### config.mk
export PLATFORM = sky130hd
export DESIGN_NAME = mulDivUnit
export DESIGN_NICKNAME = d
export VERILOG_FILES = /design/src/rtl/mduPkg.sv /design/src/rtl/mduCtrl.sv /design/src/rtl/mduDatapath.sv /design/src/rtl/mulDivUnit.sv
export SDC_FILE = /design/constraint.sdc
export NUM_CORES = 1
export LEC_CHECK = 0
export BUFFER_PORTS_ARGS = -buffer_cell sky130_fd_sc_hd__buf_2
export CAP_MARGIN = 40
export CORE_MARGIN = 1.5
export CORE_UTILIZATION = 55
export CTS_CLUSTER_DIAMETER = 80
export DETAILED_ROUTE_END_ITERATION = 7
export HOLD_SLACK_MARGIN = 0.02
export PLACE_DENSITY = 0.73
export SYNTH_ARGS = -nofsm -noshare
export SYNTH_HDL_FRONTEND = slang
export SYNTH_SLANG_ARGS = --single-unit
### constraint.sdc
create_clock -name clk -period 3.5 [get_ports clk]
set_clock_uncertainty 0.15 [all_clocks]
set_input_delay 0.35 -clock clk [delete_from_list [all_inputs] [get_ports clk]]
set_output_delay 0.35 -clock clk [all_outputs]
set_load 0.01 [all_outputs]
### src/rtl/mduPkg.sv
package mduPkg;

  localparam int ADDR_W = 3;

  // write offsets
  localparam logic [ADDR_W-1:0] WR_FACT_A  = 3'd0;
  localparam logic [ADDR_W-1:0] WR_FACT_B  = 3'd1;
  localparam logic [ADDR_W-1:0] WR_DIVD_LO = 3'd2;
  localparam logic [ADDR_W-1:0] WR_DIVD_HI = 3'd3;
  localparam logic [ADDR_W-1:0] WR_DIVISOR = 3'd4;

  // read offsets
  localparam logic [ADDR_W-1:0] RD_QUOT_LO = 3'd0;
  localparam logic [ADDR_W-1:0] RD_QUOT_HI = 3'd1;
  localparam logic [ADDR_W-1:0] RD_RES_LO  = 3'd2;
  localparam logic [ADDR_W-1:0] RD_RES_HI  = 3'd3;

  typedef enum logic [1:0] {
    OP_IDLE = 2'd0,
    OP_MUL  = 2'd1,
    OP_DIV  = 2'd2
  } mduOp_t;

  // strobes from control to datapath
  typedef struct packed {
    logic setA;
    logic setDivLo;
    logic setDivHi;
    logic loadMul;
    logic loadDiv;
    logic stepMul;
    logic stepDiv;
  } mduStrobe_t;

endpackage

### src/rtl/mduCtrl.sv
module mduCtrl
  import mduPkg::*;
#(
  parameter int OPW = 8
) (
  input  logic              clk,
  input  logic              rstN,
  input  logic              wrEn,
  input  logic [ADDR_W-1:0] wrAddr,
  output mduStrobe_t        strobe,
  output logic              busy
);

  localparam int MUL_STEPS = OPW;
  localparam int DIV_STEPS = 2 * OPW;
  localparam int CW        = $clog2(DIV_STEPS);
  localparam logic [CW-1:0] MUL_LAST = CW'(MUL_STEPS - 1);
  localparam logic [CW-1:0] DIV_LAST = CW'(DIV_STEPS - 1);

  mduOp_t        opReg;
  logic [CW-1:0] cnt;
  logic [CW-1:0] lastCnt;
  logic          startAny;

  always_comb begin
    strobe          = '0;
    strobe.setA     = wrEn && (wrAddr == WR_FACT_A);
    strobe.setDivLo = wrEn && (wrAddr == WR_DIVD_LO);
    strobe.setDivHi = wrEn && (wrAddr == WR_DIVD_HI);
    strobe.loadMul  = wrEn && (wrAddr == WR_FACT_B);
    strobe.loadDiv  = wrEn && (wrAddr == WR_DIVISOR);
    startAny        = strobe.loadMul || strobe.loadDiv;
    // a fresh start overrides any step of the old operation
    strobe.stepMul  = busy && (opReg == OP_MUL) && !startAny;
    strobe.stepDiv  = busy && (opReg == OP_DIV) && !startAny;
    lastCnt         = (opReg == OP_MUL) ? MUL_LAST : DIV_LAST;
  end

  always_ff @(posedge clk) begin
    if (!rstN) begin
      opReg <= OP_IDLE;
      cnt   <= '0;
      busy  <= 1'b0;
    end else if (startAny) begin
      opReg <= strobe.loadMul ? OP_MUL : OP_DIV;
      cnt   <= '0;
      busy  <= 1'b1;
    end else if (busy) begin
      if (cnt == lastCnt) begin
        busy  <= 1'b0;
        opReg <= OP_IDLE;
        cnt   <= '0;
      end else begin
        cnt <= cnt + 1'b1;
      end
    end
  end

  // a start write makes the unit busy on the next cycle
  p_start_busy_r9: assert property (@(posedge clk) disable iff (!rstN)
    (wrEn && (wrAddr == WR_FACT_B || wrAddr == WR_DIVISOR)) |=> busy);

  // a multiply only ends after its last step
  p_mul_len_r9: assert property (@(posedge clk) disable iff (!rstN)
    (busy && opReg == OP_MUL && !startAny && cnt != MUL_LAST) |=> busy);

  // a divide only ends after its last step
  p_div_len_r9: assert property (@(posedge clk) disable iff (!rstN)
    (busy && opReg == OP_DIV && !startAny && cnt != DIV_LAST) |=> busy);

  // operand-only writes while idle never start anything
  p_no_start_r3: assert property (@(posedge clk) disable iff (!rstN)
    (!busy && wrEn && (wrAddr == WR_FACT_A || wrAddr == WR_DIVD_LO ||
                       wrAddr == WR_DIVD_HI)) |=> !busy);

  // busy and the idle op code agree
  p_op_busy_r9: assert property (@(posedge clk) disable iff (!rstN)
    busy == (opReg != OP_IDLE));

endmodule

### src/rtl/mduDatapath.sv
module mduDatapath
  import mduPkg::*;
#(
  parameter int OPW = 8
) (
  input  logic              clk,
  input  logic              rstN,
  input  logic [OPW-1:0]    wrData,
  input  mduStrobe_t        strobe,
  input  logic [ADDR_W-1:0] rdAddr,
  output logic [OPW-1:0]    rdData
);

  localparam int DW = 2 * OPW;

  logic [OPW-1:0] factA;
  logic [DW-1:0]  dividend;
  logic [DW-1:0]  mcand;
  logic [OPW-1:0] mplier;
  logic [OPW-1:0] divWork;
  logic [DW-1:0]  quotReg;
  logic [DW-1:0]  resultReg;

  logic [DW:0] shifted;
  logic [DW:0] divExt;
  logic [DW:0] diff;
  logic        fits;

  // one restoring-division step
  always_comb begin
    shifted = {resultReg, quotReg[DW-1]};
    divExt  = {{(DW+1-OPW){1'b0}}, divWork};
    diff    = shifted - divExt;
    fits    = (shifted >= divExt);
  end

  // operand holding registers
  always_ff @(posedge clk) begin
    if (!rstN) begin
      factA    <= '0;
      dividend <= '0;
    end else begin
      if (strobe.setA)     factA                 <= wrData;
      if (strobe.setDivLo) dividend[OPW-1:0]     <= wrData;
      if (strobe.setDivHi) dividend[DW-1:OPW]    <= wrData;
    end
  end

  // working registers and results
  always_ff @(posedge clk) begin
    if (!rstN) begin
      mcand     <= '0;
      mplier    <= '0;
      divWork   <= '0;
      quotReg   <= '0;
      resultReg <= '0;
    end else if (strobe.loadMul) begin
      mcand     <= {{OPW{1'b0}}, factA};
      mplier    <= wrData;
      resultReg <= '0;
    end else if (strobe.loadDiv) begin
      divWork   <= wrData;
      quotReg   <= dividend;
      resultReg <= '0;
    end else if (strobe.stepMul) begin
      if (mplier[0]) resultReg <= resultReg + mcand;
      mcand  <= mcand << 1;
      mplier <= mplier >> 1;
    end else if (strobe.stepDiv) begin
      if (fits) begin
        resultReg <= diff[DW-1:0];
        quotReg   <= {quotReg[DW-2:0], 1'b1};
      end else begin
        resultReg <= shifted[DW-1:0];
        quotReg   <= {quotReg[DW-2:0], 1'b0};
      end
    end
  end

  always_comb begin
    case (rdAddr)
      RD_QUOT_LO: rdData = quotReg[OPW-1:0];
      RD_QUOT_HI: rdData = quotReg[DW-1:OPW];
      RD_RES_LO:  rdData = resultReg[OPW-1:0];
      RD_RES_HI:  rdData = resultReg[DW-1:OPW];
      default:    rdData = '0;
    endcase
  end

  // multiply steps never disturb the quotient
  p_quot_hold_r6: assert property (@(posedge clk) disable iff (!rstN)
    strobe.stepMul |=> $stable(quotReg));

  // remainder stays below a nonzero divisor after each step
  p_rem_bound_r4: assert property (@(posedge clk) disable iff (!rstN)
    (strobe.stepDiv && divWork != '0) |=> (resultReg < {{OPW{1'b0}}, divWork}));

  // partial products never shrink
  p_prod_grow_r7: assert property (@(posedge clk) disable iff (!rstN)
    strobe.stepMul |=> (resultReg >= $past(resultReg)));

  // a zero divisor sets every quotient bit
  p_zero_div_r5: assert property (@(posedge clk) disable iff (!rstN)
    (strobe.stepDiv && divWork == '0) |=> quotReg[0]);

  // unmapped offsets read zero
  p_unmapped_r10: assert property (@(posedge clk) disable iff (!rstN)
    rdAddr[ADDR_W-1] |-> (rdData == '0));

endmodule

### src/rtl/mulDivUnit.sv
module mulDivUnit
  import mduPkg::*;
#(
  parameter int OPW = 8
) (
  input  logic              clk,
  input  logic              rstN,
  input  logic              wrEn,
  input  logic [ADDR_W-1:0] wrAddr,
  input  logic [OPW-1:0]    wrData,
  input  logic [ADDR_W-1:0] rdAddr,
  output logic [OPW-1:0]    rdData,
  output logic              busy
);

  mduStrobe_t strobe;

  mduCtrl #(.OPW(OPW)) uCtrl (
    .clk    (clk),
    .rstN   (rstN),
    .wrEn   (wrEn),
    .wrAddr (wrAddr),
    .strobe (strobe),
    .busy   (busy)
  );

  mduDatapath #(.OPW(OPW)) uPath (
    .clk    (clk),
    .rstN   (rstN),
    .wrData (wrData),
    .strobe (strobe),
    .rdAddr (rdAddr),
    .rdData (rdData)
  );

endmodule

==> results summary, run 1 <==
The fraction of the mapped netlist area in adder cells is 6.21%. The share of synthesized flip-flops with an asynchronous set or reset is 0%. The run finished with clean final reports. The die boundary height came out at 103 um. Clock-pin slew was measured on the worst setup and hold paths at 0.11 ns. For this run, the top clock speed supported by timing is 361 MHz. For this run, global-route usage on met3 was measured as 6.44%. The setup path with the least slack is of type flip-flop to flip-flop. The number of rows created at floorplan is 36. Across all layers, the routed design uses 4831 vias.

The count of clock tree sinks came out at 95. The number of antenna repair diodes came out at 0. Setup repair after global routing left no endpoint under its margin. The number of design rule violations left after detail routing is 0. The total CTS buffers is 9. In this design, the largest share of critical-path delay is due to compound AO/OA/AOI/OAI gates. The number of endpoints failing setup at the final stage is 0. The netlist area before placement came out at 5480 um2.

The slew at the pin with the worst max-slew slack is 0.815 ns. The setup total negative slack came out at 0 ns. Synthesis produced a netlist whose cell count is 669. The highest-delay cell along the critical path is dfxtp_1. For this run, the detailed router's first-pass iteration total came to 5. The post-synthesis xor/xnor area fraction came out at 4.15%. The overall fraction of global-route tracks in use came out at 26.6%. Across the VDD grid, the largest voltage drop is 0.212 mV.

The final clock period utilization by the worst path is 79.0%. After synthesis, the largest family of logic cells by area is simple AND/OR/NAND/NOR gates. The remaining antenna violation count is 0. The initial antenna violation count came to 0. In the synthesized netlist the dominant register cell turns out to be dfxtp_1. The number of global-route vias before repair is 4376. The minimum clock period after layout is 2.77 ns. The portion of netlist area occupied by mux cells came out at 5.04%.

The type of the worst min-delay path is input port to flip-flop. For this block, the initial DRC count from the detailed router was 301. The clock latency on the worst-skew pair came out at 0.37 ns. The die covers 10600 um2. The quantity of hold-fixing buffers added after cts is 0. The overall routed net length is 13600 um. The number of cells upsized or downsized after cts is 0. The routed length per placed instance came out at 16.7 um. The fraction of the mapped netlist area in simple logic gates came out at 23.2%.

The worst setup path is captured at a flip-flop. The met2 layer usage reported by global route is 41.8%. The count of final hold-check violations is 0.

The worst-case clock buffer depth is 2. Counting both buffers and inverters, the worst setup path holds a total of 1. The detail-routed via count per cell came out at 5.95. The global routing stage identified its most utilized layer as met2. Walking the worst path, the cells encountered are ha_1 -> nor2b_1 -> o21ai_0 -> nand3_1 -> a211oi_4 -> buf_4 -> mux2i_1 -> mux2i_1 -> a22o_1. The area fraction in compound gates after synthesis is 23.0%.

The total I/O pin count came out at 26. The TritonCTS clock tree is built. The max-slew violation count came out at 0. The maximum number of pins on one net before global-route repair is 67. The worst slew slack as a fraction of its limit came out at 45.5%. The critical-path maximum fanout came out at 11. The fraction of layout instances using a drive strength above 1 is 10.2%. After legalization and detailed placement, the total HPWL measured 9980 um.

Data on the critical path arrives at its endpoint at 2.88 ns. The data required time at the worst endpoint is 3.61 ns. STA classifies the critical path startpoint as a flip-flop. The die is 103 um wide. On the worst path, the slowest cell contributes a delay of 0.51 ns.

The end-of-flow core utilization is 60.3%. The starting density of the core is 56.4%. The met1 demand-to-capacity share in global routing came out at 36.4%. Counting flops and latches in the post-synthesis netlist gives 95. The sequential share of the synthesized area is 34.7%. The total of warnings raised by yosys is 0. The number of different library cells in the post-synthesis netlist is 57. The placeable core area came out at 9730 um2. The number of nets handed over by synthesis was 712.

The first global-routing pass estimated 21800 um of wire. The synthesized design contains 0 enable-type register cells. The post-synthesis to final-layout area growth came out at 7.05%. The most numerous cell type found on the critical path is mux2i_1. The ratio of total power to cell area is 355 nW/um2. The post-synthesis area per instance came out at 8.20 um2. The number of buffers added on ports is 25. Post-CTS timing repair inserted 0 buffers for setup. The aggregate global routing overflow came out at 0. The number of nets in the finished design came out at 717.

The count of max-cap constraint violations is 0. The H-tree depth reported by CTS came out at 3. Summed over all cells, the static leakage comes to 2.51 nW. The final weighted congestion of routability-driven global placement is 0.995. The tree is rooted in a clkbuf_8.
layout make-up:
class                           instances  area, um2
Fill cell                             918       3860
Multi-Input combinational cell        523       3380
Sequential cell                        95       1900
Timing Repair Buffer                   32        178
Tap cell                              133        166
Clock buffer                           10        138
Clock inverter                          6       61.3
Inverter                               13       48.8
cells in the mapped netlist, types with 8 or more instances:
| cell type | number | area share, % |
|---|---|---|
| nand3_1 | 41 | 3.7 |
| a31oi_1 | 8 | 0.91 |
| clkbuf_1 | 31 | 2.1 |
| nor3_1 | 9 | 0.82 |
| nand2_1 | 162 | 11 |
| nor2b_1 | 14 | 1.6 |
| dfxtp_1 | 95 | 35 |
| o21ai_0 | 23 | 2.1 |
| nor2_1 | 24 | 1.6 |
| xnor2_1 | 17 | 2.7 |
| xor2_1 | 9 | 1.4 |
| o211a_1 | 29 | 5.3 |
| a21boi_0 | 37 | 5.1 |
| a21oi_1 | 29 | 2.6 |
| inv_1 | 13 | 0.89 |
| ha_1 | 24 | 5.5 |
power breakdown:
group,internal (mW),leakage (nW),switching [mW]
registers,1.10,0.769,0.0198
logic,0.0950,1.65,0.128
clock network,0.296,0.0982,0.439
worst reg2reg max path, cell delays in order, from the launching register on:
cell      delay, ns
dfxtp_1        0.51
ha_1           0.31
nor2b_1        0.15
o21ai_0        0.15
nand3_1        0.24
a211oi_4       0.39
buf_4          0.27
mux2i_1        0.22
mux2i_1        0.10
a22o_1         0.20
cells by family (layout without fill, tap and decap cells):
group | after synthesis | after routing
compound gates | 172 | 172
xor+xnor | 26 | 26
fa+ha+maj | 26 | 26
buf+inv | 51 | 61
flops | 95 | 95
mux | 17 | 17
simple gates | 282 | 282
state kept, by name, summed over array words and instances, names as in the netlist:
name / cells
uPath.divWork: 8
uPath.quotReg: 16
uPath.factA: 8
uCtrl.cnt: 4
uPath.dividend: 16
uPath.mcand: 16
uPath.mplier: 8
uPath.resultReg: 16
uCtrl.busy: 1
uCtrl.opReg: 2
routing by layer:
layer	routed length, um	share of wire, %
met1	6200	46
met3	901	6.6
met4	291	2.1
met2	6180	46
met5	0	0
placed cells by master, fill, tap and decap left out, types with 3 or more instances in the layout:
cell,Yosys,final
clkbuf_8,0,10
ha_1,24,24
a211oi_1,4,4
or2_2,4,4
a31oi_1,8,8
xor2_1,9,9
inv_1,13,13
xnor2_1,17,17
a221oi_1,3,3
o21ai_0,23,23
mux4_2,7,7
mux2i_1,7,7
and2_1,4,4
o22ai_1,3,3
a21oi_1,29,29
and3b_1,3,3
o21bai_1,3,3
nor3_1,9,9
o211ai_1,4,4
and3_1,7,7
buf_2,5,25
a21boi_0,37,37
a21o_1,6,6
dfxtp_1,95,95
nand2b_1,3,3
nand2_1,162,162
nor2_1,24,24
a211o_1,3,3
o21a_1,5,5
buf_4,0,7
o211a_1,29,29
nor2b_1,14,14
nand3_1,41,41
path summary, 6_finish.rpt:
check / startpoint / to / slack, ns / cells after the start
worst min-delay path: rstN / uCtrl.opReg[1] / 0.12 / 2
worst max register to register: uPath.resultReg[0] / uPath.resultReg[1] / 0.73 / 9
worst min register to register: uPath.dividend[13] / uPath.dividend[13] / 0.32 / 2
worst max-delay path: uPath.resultReg[0] / uPath.resultReg[1] / 0.73 / 9
metrics by stage:
stage | hold WS [ns] | setup slack, ns | instance area (um2) | instances | total power, mW
after floorplan | 0.290 | 1.04 | 5480 | 669 | 1.31
after global placement | 0.300 | 0.887 | 5670 | 796 | 1.37
after detailed placement | 0.308 | 0.761 | 5670 | 796 | 1.37
after CTS | 0.111 | 0.757 | 5870 | 812 | 2.09
after global routing | 0.123 | 0.547 | 5870 | 812 | 2.16
final | 0.118 | 0.733 | 5870 | 812 | 2.08
No activity file was read; power rests on OpenSTA's default activity.
==> run 2: changes to the inputs <==
PLACE_DENSITY = 0.75   (was 0.73)
clock period = 2.3 ns   (was 3.5 ns; I/O delays follow)
==> results summary, run 2 (synthesized netlist as in run 1, its figures left out) <==
The aggregate global routing overflow is 0. After the flow finishes, the layout carries non-filler instances totaling 888. For the worst setup path, the data required time is 2.47 ns.

Global routing used 39.8% of the available met1 tracks. Setup violations remaining at the end of the flow were counted as 7. The count of final hold-check violations is 0.

Dividing the detail-routed wire length by the instance count gives 17.6 um. The number of nets in the finished design is 793. The post-synthesis to final-layout area growth is 26.2%. The longest clock path from root to sink contains 2 buffers.

The max-slew violation count came out at 0. The floorplan step defined a die boundary enclosing 10600 um2. The number of global-route vias before repair came out at 4945. The maximum number of pins on one net before global-route repair came out at 68. The cell sitting at the root of the clock tree is a clkbuf_8. The number of antenna repair diodes came out at 0. For the final routed database, the setup TNS stands at -0.228 ns.

Final hold analysis gives a worst-case slack of 0.155 ns. Counting stages on the worst path, the most repeated cell is nor3_2. The clock tree synthesis step divided the H-tree into 3 levels. The maximum frequency from static timing analysis came out at 421 MHz. Global routing consumed, on the met2 layer, 51.0% of the routing resources. In the routed design, unresolved DRC markers number 0. The count of max-cap constraint violations is 0. After layout, the worst setup slack is -0.0772 ns. For this run, the slowest stage of the critical path takes 0.39 ns.

The pre-antenna-repair detailed-routing pass consisted of 5 iterations. The highest-delay cell along the critical path is dfxtp_1. The worst slew slack as a fraction of its limit came out at 59.4%. Dividing the detail-routed via count by the number of cells gives 5.86. Timing analysis after detailed placement gives a worst setup slack of -0.118 ns.

The overall routed net length is 15600 um. For the pin with the worst max-slew slack, the measured transition is 0.609 ns. TritonCTS built the clock tree.

In this design, the largest share of critical-path delay is due to simple AND/OR/NAND/NOR gates. The clock latency on the worst-skew pair is 0.40 ns. The die boundary height came out at 103 um.

The initial antenna violation count came out at 0. The run finished, with violations left. The checks that failed: setup timing. The end-of-flow core utilization came out at 71.1%. The number of rows created at floorplan came out at 36. The met3 usage in global routing is 7.32%.

STA classifies the critical path endpoint as a flip-flop. The critical path in this run is classified as flip-flop to flip-flop. In the final layout, the share of cells above drive strength 1 is 26.6%. After floorplanning, the core was sized to cover 9730 um2. The library cell used most frequently in the layout, excluding fill and tap cells, is nand2_1. The clock transition at the registers of the reported paths is 0.11 ns. The min-delay analysis places its worst path in the category input port to flip-flop. The final weighted congestion of routability-driven global placement came out at 0.959. The total CTS buffers came out at 9. The category of the worst setup path launch point is a flip-flop.

The count of clock tree sinks is 95. For this design the static power due to leakage is 2.97 nW. The data arrival time of the worst path came out at 2.55 ns. The minimum clock period after layout came out at 2.38 ns.

Leaving out fill and tap cells, the most frequent cells in the layout are 162 x nand2_1, 79 x dfxtp_1, 66 x buf_4, 39 x nand3_1, 37 x a21boi_0. The wire length of the first global-routing pass is 24600 um. met2 is the most crowded layer. The number of buffers added on ports is 25.

Setup repair after global routing could not meet its margin everywhere. In this run the remaining antenna-violating nets after routing total 0. For this block, the initial DRC count from the detailed router was 310. The overall die width came out at 103 um.

The worst setup slack for register-to-register paths came out at -0.08 ns. VDD sags by at most 0.585 mV. The total I/O pin count came out at 26. The final clock period utilization by the worst path came out at 103%. The number of vias after detailed routing is 5206. The overall fraction of global-route tracks in use came out at 30.8%.

The critical-path maximum fanout is 4. Counting tap cells, the placed design contains a total of 859 instances. Traced cell by cell, the critical path runs through ha_4 -> nand3_2 -> nor3_2 -> o31a_1 -> nor3_2 -> nor4b_1 -> and3b_1 -> a211oi_2. The ratio of total power to cell area is 501 nW/um2. The starting density of the core is 56.4%.

The detailed-placement wirelength estimate came out at 11200 um. The number of buffers and inverters on the critical path is 0.
## run 2: cell types whose count changed in the layout (fill, tap and decap cells not counted), sizes merged
cell and change:
buf +68, bufinv +2, clkbuf -1, clkinvlp -1, dlygate4sd3 +8
## run 2: what timing repair did
action	4_1_cts	5_1_grt
hold buffers	8	0
pin swaps	14	17
endpoints found under the hold margin	28	0
setup endpoints to repair	13	14
buffers inserted	2	4
gates resized for setup	32	39
## run 2: per-stage QoR
stage | total power [mW] | cell area [um2]
after floorplan | 2.00 | 5590
after global placement | 2.13 | 6290
after detailed placement | 2.15 | 6290
after CTS | 3.45 | 6750
after global routing | 3.60 | 6920
final | 3.47 | 6920
## run 2: worst paths after layout
| check | endpoint | cells past startpoint | start |
|---|---|---|---|
| setup / recovery | uPath.resultReg[13] | 8 | uPath.resultReg[8] |
| hold / removal | uCtrl.cnt[2] | 4 | rstN |
| setup reg to reg | uPath.resultReg[13] | 8 | uPath.resultReg[8] |
| hold reg to reg | uPath.dividend[9] | 2 | uPath.dividend[9] |
## run 2: metal layers
| metal | part of all wire [%] | wire (um) |
|---|---|---|
| met5 | 0 | 0 |
| met3 | 6.6 | 1040 |
| met1 | 43 | 6780 |
| met4 | 2.2 | 338 |
| met2 | 48 | 7460 |
## run 2: final cells by class
class                           count  area (um2)
Clock inverter                      7         114
Tap cell                          133         166
Clock buffer                        9         124
Timing Repair Buffer              108         828
Inverter                           13        48.8
Sequential cell                    95        1930
Fill cell                         774        2810
Multi-Input combinational cell    523        3700
## run 2: tightest hold or removal path: stages
cell,delay [ns]
buf_2,0.14
nand2_1,0.08
buf_4,0.16
nor2_1,0.05
## run 2: power by group
part / switching [mW] / internal, mW / total (mW)
Combinational: 0.242 / 0.218 / 0.460
Sequential: 0.0286 / 1.68 / 1.70
Clock: 0.666 / 0.638 / 1.30
==> run 3: changes to the inputs <==
SYNTH_HIERARCHICAL = 1   (was not set)
==> results summary, run 3 <==
The number of rows created at floorplan came out at 37. The overall fraction of global-route tracks in use came out at 29.6%. The critical path in this run is classified as flip-flop to flip-flop.

The ratio of total power to cell area is 474 nW/um2. Yosys instantiated no cell more often than nand2_1. The netlist area before placement came out at 5790 um2. The worst hold slack is 0.0353 ns. The final clock period utilization by the worst path came out at 105%. The post-synthesis net count is 723. At the pin with the least slew margin, the transition time is 0.555 ns. The H-tree depth reported by CTS is 3. Measured in cells, the most critical reg-to-reg path has a length of 7.

Setup repair after global routing could not meet its margin everywhere. The wire length of the first global-routing pass came out at 26100 um. The number of antenna diodes in the final layout is 0. Together, buffers and inverters on the worst path number 0. Once detail routing completed, the nets flagged for antenna violations numbered 0. The maximum resistive drop on vdd is 0.335 mV. The number of design rule violations left after detail routing came out at 0. The placeable core area came out at 10300 um2. The setup total negative slack is -0.326 ns. The tree is rooted in a clkbuf_8.

The number of iterations in the first detailed-routing pass is 5. The hold-critical path depth came out at 3. The number of endpoints failing setup at the final stage came out at 7. The cell type contributing the most total cell area after synthesis is dfxtp_1. For the worst setup path, the data required time is 2.46 ns.

The run finished, with violations left. After detailed routing, the average wire length per cell comes to 17.6 um. The type of the worst min-delay path is input port to flip-flop.

In the final layout, the share of cells above drive strength 1 is 27.0%. The worst setup slack for register-to-register paths came out at -0.11 ns. In this design, the critical path's most frequently occurring cell is o31a_1. The cell area reported after detailed placement came out at 6530 um2. The peak per-stage delay on the critical path is 0.42 ns.

The area share of the largest cell type after synthesis is 32.9%. The maximum number of pins on one net before global-route repair came out at 55. The number of vias after detailed routing is 5314. Measured along the x axis, the die boundary spans 106 um. The clock latency on the worst-skew pair is 0.37 ns. The post-synthesis to final-layout area growth is 23.0%.

Along the worst path, the maximum fanout reaches 5. The startpoint identified for the worst hold timing path is wrData[5]. For this block, the routed nets add up to 15900 um of wire. The most common library cell in the layout ignoring fill and taps is nand2_1. The initial antenna violation count came out at 0. The largest individual stage delay along the critical path comes from the cell dfxtp_4. The number of DRC violations after detailed-routing iteration 0 came out at 373. The number of buffers added on ports is 25. Ranked by total cell area, the synthesized netlist is headed by dfxtp_1 33%, mux2i_1 7.6%, nand2_1 7.0%. Traced cell by cell, the critical path runs through ha_4 -> nor2b_4 -> o31a_1 -> o31a_1 -> or3_4 -> or4_1 -> a31oi_1. TritonCTS built the clock tree.

The count of flip-flops with a built-in enable after synthesis is 0. The logic depth of the worst path, buffers included is 7. STA classifies the critical path startpoint as a flip-flop. The share of synthesized flip-flops with an asynchronous set or reset came out at 0%. The path with the worst hold slack has its endpoint at uPath/divWork[5].

The largest delay contributor family on the critical path is simple AND/OR/NAND/NOR gates. The top cell types in the final layout, fill and taps aside, are 106 x nand2_1, 83 x dfxtp_1, 80 x buf_4, 63 x a21oi_1, 50 x nor2b_1. The max-slew violation count is 0. Overall power consumption after layout is estimated at 3.38 mW. The detail-routed via count per cell came out at 5.87. The total of warnings raised by yosys came out at 6. The instance count of the mapped netlist is 680. The clock transition at the registers of the reported paths came out at 0.11 ns. The die boundary height is 106 um. The total I/O pin count came out at 26. Data on the critical path arrives at its endpoint at 2.57 ns. The number of different library cells in the post-synthesis netlist is 68. The worst-case setup margin in the final layout came out at -0.108 ns. The final layout contains 807 nets. The count of clock tree sinks came out at 95. The initial utilization of the core area, before any placement, comes to 56.3%.

The final reports fail on setup timing. For this design the static power due to leakage is 2.93 nW. The routed design could run at a clock period as short as 2.41 ns.

The floorplan step defined a die boundary enclosing 11200 um2. In this run the critical register-to-register path is captured at uPath/resultReg[11]. The total CTS buffers is 9. The commonest cells after synthesis are 108 x nand2_1, 95 x dfxtp_1, 64 x a21oi_1, 52 x nor2b_1, 44 x mux2i_1. The aggregate global routing overflow is 0. The total of flip-flops plus latches after synthesis came out at 95.

The startpoint identified for the worst register-to-register timing path is uPath/resultReg[0]. Tracing the worst setup path back leads to its startpoint at uPath/resultReg[0]. The sequential share of the synthesized area is 32.9%. The count of final hold-check violations was 0. The detailed-placement wirelength estimate is 11700 um.

The final design area excluding fillers came out at 7120 um2. The number of instances in the placed design is 878. STA classifies the critical path endpoint as a flip-flop. Counting along the longest clock path gives a buffer depth of 2.

Headroom to the max-slew limit came out at 63.0%. The number of global-route vias before repair is 5303. The most used flip-flop cell after synthesis is dfxtp_1. Before CTS, the worst setup slack after placement is -0.281 ns. The final weighted congestion of routability-driven global placement is 0.928. The count of max-cap constraint violations came out at 0. The final non-filler cell total is 905. For this run, the top clock speed supported by timing is 415 MHz. A synthesized cell averages 8.51 um2.

For this run, the share of the core covered by cells in the final layout is 69.3%.
[run 3: changes by cell type in the layout (fill, tap and decap cells not counted), sizes merged, moves of 7 or more]
cell,delta
a21boi,-28
a21oi,+35
buf,+12
inv,+7
mux2i,+37
nand2,-53
nand3,-35
nor2,+7
nor2b,+39
o211a,-13
[run 3: how the worst max path moves through the flow]
stage          slack [ns]                  end
4_1_cts             -0.11  uPath/resultReg[11]
3_5_place_dp        -0.28  uPath/resultReg[15]
3_3_place_gp        -0.22  uPath/resultReg[11]
6_report            -0.11  uPath/resultReg[11]
2_1_floorplan       -0.16  uPath/resultReg[11]
5_1_grt             -0.21  uPath/resultReg[11]
[run 3: layout make-up]
type	instances	area, um2
well taps	136	170
flip-flops and latches	95	1920
clock buffers	9	124
inverters	21	83.8
repair buffers	115	843
multi-input cells	522	3900
fillers	805	3150
clock inverters	7	83.8
[run 3: where the power goes]
group	switching (mW)	internal [mW]	leakage [nW]
clock network	0.690	0.438	0.105
registers	0.0303	1.68	0.775
logic	0.278	0.265	2.05
total	0.998	2.38	2.93
[run 3: metal layers]
| layer | up-vias | track usage (%) | part of all wire, % |
|---|---|---|---|
| met3 | 32 | 3.90 | 3.6 |
| li1 | 2580 | - | - |
| met2 | 147 | 51.7 | 49 |
| met5 | - | 0 | 0 |
| met1 | 2555 | 37.4 | 45 |
| met4 | 0 | 10.8 | 2.4 |
[run 3: cells by family after synthesis]
kind of cell    after synthesis  synth area share, %
flops                        95                 32.9
fa+ha+maj                    26                 5.88
compound gates              170                 19.8
buf+inv                      63                 4.75
mux                          52                 10.8
simple gates                249                 22.2
xor+xnor                     25                 3.78
[run 3: timing repair]
item	CTS	global route
endpoints found under the hold margin	3	0
pin swaps	29	20
hold buffers	3	0
gates resized for setup	49	21
endpoints found under the setup margin	16	17
buffers inserted	6	3
[run 3: worst min-delay path, delay by kind of cell]
kind / cells / cell delay (ns)
buffers and inverters: 1 / 0.16
AOI/OAI and AO/OA: 1 / 0.06
and+or+nand+nor: 1 / 0.07
